**src/rtl/cmp_timer_pkg.sv**
```systemverilog
package cmp_timer_pkg;
  localparam int DW     = 32;
  localparam int FLAG_W = 6;
  localparam int N_CMP  = 3;

  // register word offsets
  localparam int REG_CTRL = 0;
  localparam int REG_PRE  = 1;
  localparam int REG_STAT = 2;
  localparam int REG_MASK = 3;
  localparam int REG_CMP0 = 4;
  localparam int REG_CNT  = 9;

  // control bit positions
  localparam int C_EN     = 0;
  localparam int C_ENMODE = 1;
  localparam int C_DBG    = 3;
  localparam int C_WAIT   = 5;
  localparam int C_SRC    = 6;
  localparam int C_FREE   = 9;
  localparam int C_SWR    = 15;
  localparam int C_DOZE   = 16;
  localparam int C_STOP   = 17;

  localparam logic [DW-1:0] CTRL_ZERO_MASK = 32'h0000_7C14;
  localparam logic [DW-1:0] SWR_CLR_MASK   =
    (32'd1 << C_EN) | (32'd1 << C_ENMODE) | (32'd1 << C_DBG) |
    (32'd1 << C_WAIT) | (32'd1 << C_DOZE) | (32'd1 << C_STOP);

  localparam logic [2:0] SRC_MAIN = 3'b001;
  localparam logic [2:0] SRC_FAST = 3'b010;
  localparam logic [2:0] SRC_SLOW = 3'b100;

  localparam int ST_ROLL = 5;
endpackage

```
**src/rtl/cmp_timer_tick.sv**
```systemverilog
module cmp_timer_tick
  import cmp_timer_pkg::*;
#(
  parameter int PRE_W = 12
) (
  input  logic             clk,
  input  logic             rst_n,
  input  logic             run,
  input  logic [2:0]       src,
  input  logic             tick_main,
  input  logic             tick_fast,
  input  logic             tick_slow,
  input  logic [PRE_W-1:0] div,
  input  logic             clear,
  output logic             step
);
  logic             sel_tick;
  logic [PRE_W-1:0] pre_q, pre_d;

  always_comb begin
    case (src)
      SRC_MAIN: sel_tick = tick_main;
      SRC_FAST: sel_tick = tick_fast;
      SRC_SLOW: sel_tick = tick_slow;
      default:  sel_tick = 1'b0;
    endcase
  end

  // >= keeps a lowered divider from running the phase counter around
  assign step = run && sel_tick && (pre_q >= div);

  always_comb begin
    pre_d = pre_q;
    if (clear)                pre_d = '0;
    else if (step)            pre_d = '0;
    else if (run && sel_tick) pre_d = pre_q + 1'b1;
  end

  always_ff @(posedge clk or negedge rst_n) begin
    if (!rst_n) pre_q <= '0;
    else        pre_q <= pre_d;
  end
endmodule

```
**src/rtl/cmp_timer_count.sv**
```systemverilog
module cmp_timer_count
  import cmp_timer_pkg::*;
#(
  parameter int CNT_W = 32
) (
  input  logic                        clk,
  input  logic                        rst_n,
  input  logic                        step,
  input  logic                        restart,
  input  logic                        free_run,
  input  logic [N_CMP-1:0][CNT_W-1:0] cmp,
  output logic [CNT_W-1:0]            cnt,
  output logic [N_CMP-1:0]            hit,
  output logic                        wrap
);
  localparam logic [CNT_W-1:0] CNT_MAX = '1;

  logic [CNT_W-1:0] cnt_q, cnt_d;
  logic             adv;

  assign adv = step && !restart;

  always_comb begin
    cnt_d = cnt_q;
    if (restart) begin
      cnt_d = '0;
    end else if (step) begin
      if ((!free_run && cnt_q == cmp[0]) || cnt_q == CNT_MAX) cnt_d = '0;
      else                                                    cnt_d = cnt_q + 1'b1;
    end
  end

  assign wrap = adv && (cnt_q == CNT_MAX);

  for (genvar i = 0; i < N_CMP; i++) begin : g_hit
    assign hit[i] = adv && (cnt_d == cmp[i]);
  end

  always_ff @(posedge clk or negedge rst_n) begin
    if (!rst_n) cnt_q <= '0;
    else        cnt_q <= cnt_d;
  end

  assign cnt = cnt_q;
endmodule

```
**src/rtl/cmp_timer.sv**
```systemverilog
module cmp_timer
  import cmp_timer_pkg::*;
#(
  parameter int CNT_W  = 32,
  parameter int PRE_W  = 12,
  parameter int ADDR_W = 4
) (
  input  logic              clk,
  input  logic              rst_n,
  input  logic [ADDR_W-1:0] bus_addr,
  input  logic              bus_wr,
  input  logic [DW-1:0]     bus_wdata,
  input  logic              bus_rd,
  output logic [DW-1:0]     bus_rdata,
  input  logic              tick_main,
  input  logic              tick_fast,
  input  logic              tick_slow,
  output logic              irq
);
  logic [DW-1:0]                 ctrl_q, ctrl_d, wval;
  logic [PRE_W-1:0]              pre_q, pre_d;
  logic [FLAG_W-1:0]             sr_q, sr_d, sr_set, sr_clr;
  logic [FLAG_W-1:0]             mask_q, mask_d;
  logic [N_CMP-1:0][CNT_W-1:0]   cmp_q, cmp_d;
  logic [DW-1:0]                 rdata_q, rdata_d;
  logic [CNT_W-1:0]              cnt_w;
  logic [N_CMP-1:0]              hit_w, wr_cmp;
  logic                          wrap_w, step_w;
  logic                          wr_ctrl, wr_pre, wr_stat, wr_mask;
  logic                          swr_now, en_restart, cmp0_restart, cnt_restart;

  assign wr_ctrl = bus_wr && bus_addr == ADDR_W'(REG_CTRL);
  assign wr_pre  = bus_wr && bus_addr == ADDR_W'(REG_PRE);
  assign wr_stat = bus_wr && bus_addr == ADDR_W'(REG_STAT);
  assign wr_mask = bus_wr && bus_addr == ADDR_W'(REG_MASK);
  for (genvar i = 0; i < N_CMP; i++) begin : g_wdec
    assign wr_cmp[i] = bus_wr && bus_addr == ADDR_W'(REG_CMP0 + i);
  end

  assign wval         = bus_wdata & ~CTRL_ZERO_MASK;
  assign swr_now      = wr_ctrl && wval[C_SWR];
  assign en_restart   = wr_ctrl && !swr_now && !ctrl_q[C_EN] &&
                        wval[C_EN] && wval[C_ENMODE];
  assign cmp0_restart = wr_cmp[0] && !ctrl_q[C_FREE];
  assign cnt_restart  = swr_now || en_restart || cmp0_restart;

  cmp_timer_tick #(.PRE_W(PRE_W)) u_tick (
    .clk       (clk),
    .rst_n     (rst_n),
    .run       (ctrl_q[C_EN]),
    .src       (ctrl_q[C_SRC +: 3]),
    .tick_main (tick_main),
    .tick_fast (tick_fast),
    .tick_slow (tick_slow),
    .div       (pre_q),
    .clear     (cnt_restart),
    .step      (step_w)
  );

  cmp_timer_count #(.CNT_W(CNT_W)) u_count (
    .clk      (clk),
    .rst_n    (rst_n),
    .step     (step_w),
    .restart  (cnt_restart),
    .free_run (ctrl_q[C_FREE]),
    .cmp      (cmp_q),
    .cnt      (cnt_w),
    .hit      (hit_w),
    .wrap     (wrap_w)
  );

  // next-state for the register file
  always_comb begin
    ctrl_d = ctrl_q;
    if (swr_now)              ctrl_d = wval & ~SWR_CLR_MASK;
    else if (wr_ctrl)         ctrl_d = wval;
    else if (ctrl_q[C_SWR])   ctrl_d[C_SWR] = 1'b0;

    pre_d = pre_q;
    if (swr_now)     pre_d = '0;
    else if (wr_pre) pre_d = bus_wdata[PRE_W-1:0];

    mask_d = mask_q;
    if (swr_now)      mask_d = '0;
    else if (wr_mask) mask_d = bus_wdata[FLAG_W-1:0];

    sr_set = '0;
    sr_set[N_CMP-1:0] = hit_w;
    sr_set[ST_ROLL]   = wrap_w;
    sr_clr = wr_stat ? bus_wdata[FLAG_W-1:0] : '0;
    sr_d   = swr_now ? '0 : ((sr_q & ~sr_clr) | sr_set);

    for (int i = 0; i < N_CMP; i++) begin
      cmp_d[i] = cmp_q[i];
      if (swr_now)        cmp_d[i] = '1;
      else if (wr_cmp[i]) cmp_d[i] = bus_wdata[CNT_W-1:0];
    end
  end

  always_comb begin
    rdata_d = rdata_q;
    if (bus_rd) begin
      rdata_d = '0;
      if (bus_addr == ADDR_W'(REG_CTRL)) rdata_d = ctrl_q;
      if (bus_addr == ADDR_W'(REG_PRE))  rdata_d = DW'(pre_q);
      if (bus_addr == ADDR_W'(REG_STAT)) rdata_d = DW'(sr_q);
      if (bus_addr == ADDR_W'(REG_MASK)) rdata_d = DW'(mask_q);
      for (int i = 0; i < N_CMP; i++)
        if (bus_addr == ADDR_W'(REG_CMP0 + i)) rdata_d = DW'(cmp_q[i]);
      if (bus_addr == ADDR_W'(REG_CNT))  rdata_d = DW'(cnt_w);
    end
  end

  always_ff @(posedge clk or negedge rst_n) begin
    if (!rst_n) begin
      ctrl_q  <= '0;
      pre_q   <= '0;
      sr_q    <= '0;
      mask_q  <= '0;
      cmp_q   <= '1;
      rdata_q <= '0;
    end else begin
      ctrl_q  <= ctrl_d;
      pre_q   <= pre_d;
      sr_q    <= sr_d;
      mask_q  <= mask_d;
      cmp_q   <= cmp_d;
      rdata_q <= rdata_d;
    end
  end

  assign bus_rdata = rdata_q;
  assign irq       = ctrl_q[C_EN] && |(sr_q & mask_q);
endmodule

```
**config.mk**
```make
export PLATFORM = sky130hd
export DESIGN_NAME = cmp_timer
export DESIGN_NICKNAME = d
export VERILOG_FILES = /design/src/rtl/cmp_timer_pkg.sv /design/src/rtl/cmp_timer_tick.sv /design/src/rtl/cmp_timer_count.sv /design/src/rtl/cmp_timer.sv
export SDC_FILE = /design/constraint.sdc
export NUM_CORES = 1
export LEC_CHECK = 0
export BUFFER_PORTS_ARGS = -buffer_cell sky130_fd_sc_hd__buf_2
export CAP_MARGIN = 20
export CELL_PAD_IN_SITES_DETAIL_PLACEMENT = 1
export CELL_PAD_IN_SITES_GLOBAL_PLACEMENT = 2
export CORE_UTILIZATION = 34
export CTS_BUF_LIST = sky130_fd_sc_hd__clkbuf_16
export DETAILED_ROUTE_END_ITERATION = 12
export GPL_TIMING_DRIVEN = 0
export MAX_ROUTING_LAYER = met4
export PLACE_DENSITY = 0.87
export SYNTH_ARGS = -nofsm -noshare
export SYNTH_HDL_FRONTEND = slang
export SYNTH_SLANG_ARGS = --single-unit
export TNS_END_PERCENT = 50
```
**constraint.sdc**
```tcl
create_clock -name clk -period 3.1 [get_ports clk]
set_input_delay 0.31 -clock clk [delete_from_list [all_inputs] [get_ports clk]]
set_output_delay 0.31 -clock clk [all_outputs]
set_load 0.01 [all_outputs]
```
Word level (Yosys, flattened, before mapping)
Index checks and enable logic that the tools add are counted.
Widths: inputs -> output; s select.
{"block": "classes", "n_bitwise": 4, "reduce_logical": 38, "addsub": 2, "n_mux": 31, "n_eq_ne": 15, "order_cmp": 1}
{"operator": "$mux 32", "n": 18}
{"operator": "$eq 32x32->1", "n": 4}
{"operator": "$mux 12", "n": 5}
{"operator": "$add 32x1->32 const B", "n": 1}
{"operator": "$eq 32x32->1 const B", "n": 1}
{"operator": "$mux 6", "n": 4}
{"operator": "$logic_and 1x1->1", "n": 22}
{"operator": "$mux 16", "n": 1}
{"operator": "$mux 15", "n": 1}
{"operator": "$add 12x1->12 const B", "n": 1}
{"operator": "$and 6x6->6", "n": 2}
{"operator": "$eq 4x3->1 const B", "n": 3}
{"operator": "$ge 12x12->1", "n": 1}
{"operator": "$reduce_bool 2->1", "n": 6}
{"operator": "$eq 4x2->1 const B", "n": 2}
{"operator": "$not 6->6", "n": 1}
{"operator": "$or 6x6->6", "n": 1}
{"operator": "$reduce_or 6->1", "n": 1}
{"operator": "$eq 4x1->1 const B", "n": 1}
{"operator": "$eq 4x4->1 const B", "n": 1}
{"operator": "$logic_not 1->1", "n": 4}
{"operator": "$logic_not 4->1", "n": 1}
{"operator": "$eq 3x1->1 const B", "n": 1}
{"operator": "$eq 3x2->1 const B", "n": 1}
{"operator": "5 further kinds", "n": 7}
{"block": "totals", "output_inout_bits": 33, "regBits": 228, "in_bits": 43}

Longest topological paths before layout
Gate-level depths: netlist of run 1.
{"block": "logic_depth", "ltp_word": 15, "ltp_mapped": 14}

Cells and area by module
A second synthesis of run 1 with hierarchy kept.
{"block": "unflattened", "cells_unflattened": 1602, "area_unflattened_um2": 14071.0}
{"module": "cmp_timer", "cells_each": 925, "instances": 1, "area_per_inst_um2": 8674.6, "seq_area_each_um2": 4549.4}
{"module": "cmp_timer_count", "cells_each": 551, "instances": 1, "area_per_inst_um2": 4297.9, "seq_area_each_um2": 800.8}
{"module": "cmp_timer_tick", "cells_each": 126, "instances": 1, "area_per_inst_um2": 1098.6, "seq_area_each_um2": 300.3}

Worst setup path after synthesis of run 1
No wires, ideal clock.
{"block": "synth_path", "path_type": "flip-flop to flip-flop", "startpoint": "reg pre_q[11]", "endpoint": "reg sr_q[0]", "slack_ns": 0.043, "arrival_ns": 2.980, "setup_ns": 0.076, "n_path_buf": 2, "required_time_ns": 3.024, "path_stages_with_launch": 15, "path_cell_list": "dfrtp_1 > inv_1 > ha_1 > nand4_1 > nor3_1 > o211ai_2 > clkbuf_1 > a21oi_1 > buf_2 > nand4_1 > a31oi_1 > xor2_1 > a2111oi_0 > nand3_1 > o21ai_1"}
{"block": "synth_between", "elab_chain_cells": 8}
{"element": "start: declaration", "line_no": "cmp_timer.sv:21", "rtl": "logic [PRE_W-1:0] pre_q, pre_d;"}
{"element": "start signal: assignment", "line_no": "cmp_timer.sv:124", "rtl": "pre_q <= pre_d;"}
{"element": "$ge 12x12->1", "line_no": "cmp_timer_tick.sv:30", "rtl": "assign step = run && sel_tick && (pre_q >= div);"}
{"element": "$logic_and 1x1->1", "line_no": "cmp_timer_tick.sv:30"}
{"element": "$mux 32", "line_no": "cmp_timer_count.sv:27", "rtl": "end else if (step) begin"}
{"element": "$mux 32", "line_no": "cmp_timer_count.sv:25", "rtl": "if (restart) begin"}
{"element": "named net u_count.cnt_d[27]", "line_no": "cmp_timer_count.sv:18", "rtl": "logic [CNT_W-1:0] cnt_q, cnt_d;"}
{"element": "$eq 32x32->1", "line_no": "cmp_timer_count.sv:36", "rtl": "assign hit[i] = adv && (cnt_d == cmp[i]);"}
{"element": "$logic_and 1x1->1", "line_no": "cmp_timer_count.sv:36"}
{"element": "$or 6x6->6", "line_no": "cmp_timer.sv:91", "rtl": "sr_d = swr_now ? '0 : ((sr_q & ~sr_clr) | sr_set);"}
{"element": "$mux 6", "line_no": "cmp_timer.sv:91"}
{"element": "named net sr_d[0]", "line_no": "cmp_timer.sv:22", "rtl": "logic [FLAG_W-1:0] sr_q, sr_d, sr_set, sr_clr;"}
{"element": "end signal: assignment", "line_no": "cmp_timer.sv:125", "rtl": "sr_q <= sr_d;"}
{"element": "end: declaration", "line_no": "cmp_timer.sv:22"}
The timed path passes the listed nets, and every way through them passes these cells.
A chain may end at the register's enable or synchronous reset.

Final worst setup path of run 1
{"block": "layout_path", "startpoint": "reg u_count.cnt_q[20] (netlist: u_count.cnt[20])", "endpoint": "reg sr_q[2]"}
{"block": "layout_between", "elab_chain_cells": 10}
{"element": "start: declaration", "line_no": "cmp_timer_count.sv:18"}
{"element": "start signal: assignment", "line_no": "cmp_timer_count.sv:41", "rtl": "else cnt_q <= cnt_d;"}
{"element": "branches (longest 4 deep; another with $add 32x1->32)"}
{"element": "$mux 32 *", "line_no": "cmp_timer_count.sv:27"}
{"element": "$mux 32 *", "line_no": "cmp_timer_count.sv:25"}
{"element": "$eq 32x32->1 *", "line_no": "cmp_timer_count.sv:36"}
{"element": "$logic_and 1x1->1 *", "line_no": "cmp_timer_count.sv:36"}
{"element": "$or 6x6->6 *", "line_no": "cmp_timer.sv:91"}
{"element": "$mux 6 *", "line_no": "cmp_timer.sv:91"}
{"element": "named net sr_d[2]", "line_no": "cmp_timer.sv:22"}
Mark *: on every way through the listed nets, which the timed path passes.

==> results_dict.tcl, run 1 <==
set metrics [dict create \
    status "finished with violations" \
    violations "negative setup slack" \
    setup_violations 3 \
    tightest_slew_ns 1.052 \
    drv_cap 0 \
    final_common_cell "nand2_1" \
    die_y_um 202.3 \
    vias 14170 \
    n_antenna_cell 0 \
    num_io_pins 76 \
    initial_utilization_pct 34.41 \
    cts_tree "done" \
    grt_pass1_wl_um 97190 \
    endpoint_kind "flip-flop" \
    clock_path_buffers 3 \
    r2r_setup_slack_ns -0.51 \
    clock_sinks 221 \
    cts_buffers 26 \
    total_power_mw 9.661 \
    holdCritPathClass "in2reg" \
    grt_max_degree 96 \
    rr_worst_depth 12 \
    grt-ovfl-total 0 \
    htree_levels 1 \
    syn-cell-area_mm2 0.01364 \
    fin_ws_ns -0.5120 \
    io_buffers 70 \
    worstHoldEndpoint "ctrl_q[20]$_DFFE_PN0P_" \
    placed_area_mm2 0.01472 \
    synth-edff-count 0 \
    worstReg2RegEnd "sr_q[2]$_DFF_PN0_" \
    required_ns 3.59 \
    slew_violations 0 \
    grt_antenna_before_repair 1 \
    track_usage_pct 33.30 \
    stdcell_count 2335 \
    synth_cell_type_count 91 \
    synth_fp_nets 1683 \
    row_count 73 \
    crit_fanout 9 \
    grt_pass1_vias 14280 \
    p_per_area_mw_per_mm2 570.8 \
    path_clk_slew_ns 0.06 \
    gp_congestion 0.9777 \
    n_fill_cell 4716 \
    nets 1847 \
    hold_violations 0 \
    viasPerCell 6.070 \
    clk_latency_ns 0.58 \
    hp-start "bus_wdata[20]" \
    slew_headroom_pct 29.63 \
    synthCells 1626 \
    hpwlAfterDp_um 49220 \
    synthFlopType "dfrtp_1" \
    drtIter0Drc 1485 \
    syn_area_per_cell_um2 8.388 \
    fin_area_mm2 0.01693 \
    whs_path_depth 3 \
    seq_area_frac_synth_pct 41.43 \
    dp_cells 2225 \
    final_layout_size_suffix_gt1_share_pct 24.20 \
    rsz0062_at_grt "true" \
    min_period_ns 3.612 \
    seq_area_mm2 0.005667 \
    layout_common_cells "nand2_1, nor2_1, dfrtp_1" \
    p_leak_nw 7.268 \
    ys_warn_count 0 \
    path_class "reg2reg" \
    irDropWorstVdd_mv 0.4720 \
    die_w_um 202.3 \
    timing.final.crit_share_pct 116.5 \
    multi_input_comb_area_mm2 0.007980 \
    fmax_ghz 0.2769 \
    area_growth_syn_to_layout_pct 24.09 \
    core_area_mm2 0.03964 \
    async_flop_share_pct 100.0 \
    start_kind "flip-flop" \
    cts_root_buf "clkbuf_16" \
    ant_nets 0 \
    die_area_mm2 0.04092 \
    worstPathArrival_ns 4.10 \
    post_drt_wl_per_cell_um 28.33 \
    ys_ff_latch 221 \
    dp_worst_setup_slack_ns -1.683 \
    skew_ns 0.03457 \
    drt_wl_total_um 66140 \
    drcViolationCount 0 \
    drtPass1Iterations 5 \
    r2r_start "u_count.cnt[20]$_DFF_PN0_" \
]
-- through the flow --
step | setup TNS (ns) | hold slack, ns | utilization (%)
2_1_floorplan | 0 | 0.01441 | -
3_3_place_gp | -406.70 | 0.4598 | 36.95
3_5_place_dp | -14.59 | 0.2683 | 37.14
4_1_cts | -0.9627 | 0.005452 | 42.60
5_1_grt | -1.768 | 0.02120 | 42.70
6_report | -1.441 | 0.01958 | 42.70
-- synth_stat cells, types with 5 or more instances --
cell type / instances / share of area [%]
xor2_1: 78 / 5.0
ha_1: 14 / 1.3
inv_1: 41 / 1.1
o21a_1: 5 / 0.28
xnor2_1: 27 / 1.7
nand2_1: 348 / 9.6
nand2b_1: 8 / 0.37
clkbuf_1: 74 / 2.0
buf_6: 6 / 0.50
a22oi_1: 9 / 0.50
o211ai_1: 17 / 0.94
nand3b_1: 6 / 0.33
a2bb2oi_1: 7 / 0.45
a211oi_1: 6 / 0.33
nor3b_1: 6 / 0.33
nor4_1: 29 / 1.3
buf_1: 6 / 0.17
and4_1: 9 / 0.58
and2_1: 13 / 0.60
o21ai_1: 5 / 0.18
and3_1: 13 / 0.60
a31oi_1: 13 / 0.60
buf_2: 27 / 0.99
mux2i_1: 33 / 2.4
or2_2: 6 / 0.28
nor2_1: 120 / 3.3
o21ai_0: 66 / 2.4
dfstp_2: 96 / 18
a21oi_1: 96 / 3.5
or4_1: 5 / 0.28
a21o_1: 5 / 0.28
o32ai_1: 5 / 0.32
nand4_1: 36 / 1.7
nor3_1: 21 / 0.77
dfrtp_1: 125 / 23
a221oi_1: 27 / 1.7
or3_1: 8 / 0.37
nand3_1: 114 / 4.2
-- routing by layer --
metal / wire [um] / GRT usage (%)
met1: 28340 / 45.06
met2: 29930 / 50.37
met3: 4852 / 3.805
met4: 3026 / 14.10
met5: 0 / -
-- cell type report --
type                       count  share of cell area [%]
multi-input combinational   1246                   47.15
tap                          525                   3.881
clock buffer                  27                   3.992
clock inverter                21                  0.9019
inverter                      41                  0.9093
buffer                       109                   3.696
sequential                   221                   33.48
timing repair buffer         145                   5.988
-- flip-flops by register name, summed over array words and instances (netlist names) --
register and flops:
cmp_q 96, bus_rdata 32, u_count.cnt 32, ctrl_q 25, pre_q 12, u_tick.pre_q 12
mask_q 6, sr_q 6
-- where the power goes --
| group | switching [mW] | total [mW] | internal (mW) |
|---|---|---|---|
| sequential | 0.769 | 4.40 | 3.63 |
| combinational | 1.30 | 2.16 | 0.863 |
| clock | 1.36 | 3.10 | 1.74 |
| total | 3.43 | 9.66 | 6.23 |
-- worst max-delay path by stage --
stage / start / endpoint / slack (ns)
after detailed placement: pre_q[7]$_DFFE_PN0P_ / sr_q[1]$_DFF_PN0_ / -1.68
after global routing: pre_q[1]$_DFFE_PN0P_ / sr_q[1]$_DFF_PN0_ / -0.59
after floorplan: pre_q[11]$_DFFE_PN0P_ / sr_q[0]$_DFF_PN0_ / 0.04
final: u_count.cnt[20]$_DFF_PN0_ / sr_q[2]$_DFF_PN0_ / -0.51
after CTS: pre_q[8]$_DFFE_PN0P_ / sr_q[2]$_DFF_PN0_ / -0.32
after global placement: rst_n / ctrl_q[0]$_DFFE_PN0P_ / -2.43
-- cell families (layout without fill, tap and decap cells) --
group,after synthesis,count (layout),share of synthesized area (%)
adders and majority gates,14,14,1.284
muxes,34,34,2.504
AOI/OAI and AO/OA,323,323,16.22
DFF,221,221,41.43
xor gates and xnor gates,106,106,6.908
buffers and inverters,159,343,5.073
and+or+nand+nor,769,769,26.58
-- worst max-delay path, cell delays in order, from the launching register on --
cell,delay [ns]
dfrtp_1,0.35
buf_2,0.22
and4_1,0.27
and4_1,0.26
and4_1,0.22
buf_6,0.17
nor2_2,0.29
nand2_1,0.33
o211ai_1,0.41
nand3b_1,0.25
nor4_4,0.35
nand4_1,0.23
o21ai_1,0.19
-- timing repair --
action | in CTS | in global routing
gates cloned | 3 | 0
setup endpoints to repair | 42 | 3
hold endpoints to repair | 56 | 0
pin swaps | 70 | 6
hold buffers | 7 | 0
gates resized for setup | 169 | 7
buffers inserted | 59 | 2
Note: power is estimated with default switching activity, not from simulation.
==> inputs of run 2 (changes only) <==
==> constraint.sdc (replaced) <==
create_clock -name clk -period 3 [get_ports clk]
set_input_delay 0.3 -clock clk [delete_from_list [all_inputs] [get_ports clk]]
set_output_delay 0.3 -clock clk [all_outputs]
set_load 0.01 [all_outputs]
==> run 2 against run 1 <==
  * The run still ends with negative setup slack left
  * First-iteration DRC count is 10% lower
  * Largest power group unchanged
  * Die area stayed put
  * Final cell count is 0.13% higher
  * Design area is 0.63% higher
  * Register-to-register slack worse by 0.09 ns
  * Routed wire length is 0.88% lower
  * Worst setup slack worse by 0.093 ns
  * Critical path depth is 1 lower
  * Critical endpoint is now sr_q[1]$_DFF_PN0_
  * Clock skew is 0.0070 ns lower
  * Global-route usage is 0.24 points lower
  * Critical path type unchanged
  * Sequential share of layout area is 0.23 points lower
  * Power is 3.0% higher
==> results_dict.tcl, run 2 (synthesis gave the netlist of run 1 again) <==
set metrics [dict create \
    status "finished with violations" \
    violations "negative setup slack" \
    post_drt_wl_per_cell_um 28.04 \
    grt_pass1_vias 14470 \
    die_area_mm2 0.04092 \
    regMostFlops "cmp_q" \
    die_w_um 202.3 \
    cts_root_buf "clkbuf_16" \
    n_antenna_cell 0 \
    cts_tree "done" \
    final_layout_size_suffix_gt1_share_pct 23.33 \
    slew_headroom_pct 27.09 \
    setup_violations 3 \
    fmax_ghz 0.2774 \
    grt_antenna_before_repair 1 \
    grt_max_degree 108 \
    irDropWorstVdd_mv 0.4273 \
    path_clk_slew_ns 0.06 \
    cts_buffers 27 \
    grt_pass1_wl_um 97040 \
    cp_cell_sequence "xor2_1, nor4_1, nand4_1, or3_4, buf_4, nand2_1, o32a_1, xnor2_1, nor4_1, nand4_1, o21ai_1" \
    gp_congestion 0.9969 \
    fin_ws_ns -0.6053 \
    clock_path_buffers 3 \
    stdcell_count 2338 \
    tightest_slew_ns 1.090 \
    use_met3_pct 3.579 \
    skew_ns 0.02754 \
    track_usage_pct 33.06 \
    clock_sinks 221 \
    vias 14140 \
    worstPathArrival_ns 4.09 \
    required_ns 3.48 \
    timing.final.crit_share_pct 120.2 \
    drt_wl_total_um 65560 \
    die_y_um 202.3 \
    start_kind "flip-flop" \
    slowest_stage "dfrtp_1" \
    drtIter0Drc 1332 \
    dp_cells 2224 \
    num_io_pins 76 \
    fin_util_pct 42.96 \
    hpwlAfterDp_um 48710 \
    hold_violations 0 \
    layout_common_cells "nand2_1, nor2_1, dfrtp_1" \
    io_buffers 70 \
    path_class "reg2reg" \
    initial_utilization_pct 34.41 \
    core_area_mm2 0.03964 \
    htree_levels 1 \
    grt_use_met2_pct 50.10 \
    largest_reg_flops 96 \
    ant_nets 0 \
    fin_setup_tns_ns -1.790 \
    slew_violations 0 \
    row_count 73 \
    drv_cap 0 \
    grt_busiest_layer "met2" \
    area_growth_syn_to_layout_pct 24.87 \
    slowest_delay_ns 0.54 \
    crit_fanout 10 \
    grt-ovfl-total 0 \
    rsz0062_at_grt "true" \
    final_common_cell "nand2_1" \
    p_leak_nw 7.301 \
    endpoint_kind "flip-flop" \
    drcViolationCount 0 \
    nets 1849 \
    p_per_area_mw_per_mm2 584.2 \
    drtPass1Iterations 6 \
    holdCritPathClass "in2reg" \
    min_period_ns 3.605 \
    use_met1_pct 44.90 \
    viasPerCell 6.050 \
    clk_latency_ns 0.58 \
]
==> run 2: path summary, 6_finish.rpt <==
| path | start | depth (start not counted) | to | slack, ns |
|---|---|---|---|---|
| worst max-delay path | u_count.cnt[26]$_DFF_PN0_ | 11 | sr_q[1]$_DFF_PN0_ | -0.61 |
| worst min-delay path | bus_wdata[23] | 3 | ctrl_q[23]$_DFFE_PN0P_ | 0.01 |
| worst max register to register | u_count.cnt[26]$_DFF_PN0_ | 11 | sr_q[1]$_DFF_PN0_ | -0.61 |
| worst min register to register | ctrl_q[20]$_DFFE_PN0P_ | 2 | ctrl_q[20]$_DFFE_PN0P_ | 0.47 |
| max in group asynchronous | rst_n | 4 | ctrl_q[0]$_DFFE_PN0P_ | 1.47 |
| min in group asynchronous | rst_n | 2 | u_count.cnt[10]$_DFF_PN0_ | 0.18 |
==> run 2: power by group <==
group / total [mW] / switching, mW / internal (mW)
registers: 4.56 / 0.812 / 3.75
logic: 2.19 / 1.32 / 0.872
clock network: 3.19 / 1.40 / 1.80
total: 9.95 / 3.53 / 6.42
==> run 2: timing repair <==
item,in CTS,in global routing
hold buffers,21,0
pin swaps,63,8
setup endpoints to repair,43,3
hold endpoints to repair,78,0
resized for setup,165,13
buffers inserted,52,1
==> run 2: area by class of cell <==
class | instances | area [um^2]
buffer | 108 | 618.1
clock buffer | 27 | 675.6
clock inverter | 23 | 156.4
fill | 4677 | 22610
inverter | 41 | 153.9
multi-input combinational | 1246 | 7995
sequential | 221 | 5663
tap | 525 | 656.9
timing repair buffer | 147 | 1112
==> run 2: worst max-delay path: cells and delay by family (launching register included) <==
family                 cells  cell delay (ns)
AO/OA/AOI/OAI              2             0.54
XOR/XNOR                   2             0.38
buffers and inverters      1             0.22
flip-flops                 1             0.54
AND/OR/NAND/NOR            6             1.82
==> run 2: metal layers <==
metal,vias up,routed length (um),share of wire (%)
li1,6083,-,-
met1,7253,28280,43
met2,642,29420,45
met3,166,4817,7.3
met4,0,3042,4.6
met5,-,0,0
==> run 2: through the flow <==
stage	hold slack [ns]	setup slack, ns	total power, mW	instance area [um^2]
2_1_floorplan	0.004409	0.005678	5.379	13650
3_3_place_gp	0.4609	-2.492	6.345	14660
3_5_place_dp	0.1936	-1.723	6.439	14730
4_1_cts	0.001797	-0.5134	9.883	16970
5_1_grt	0.02012	-0.7231	10.29	17030
6_report	0.01297	-0.6053	9.950	17030
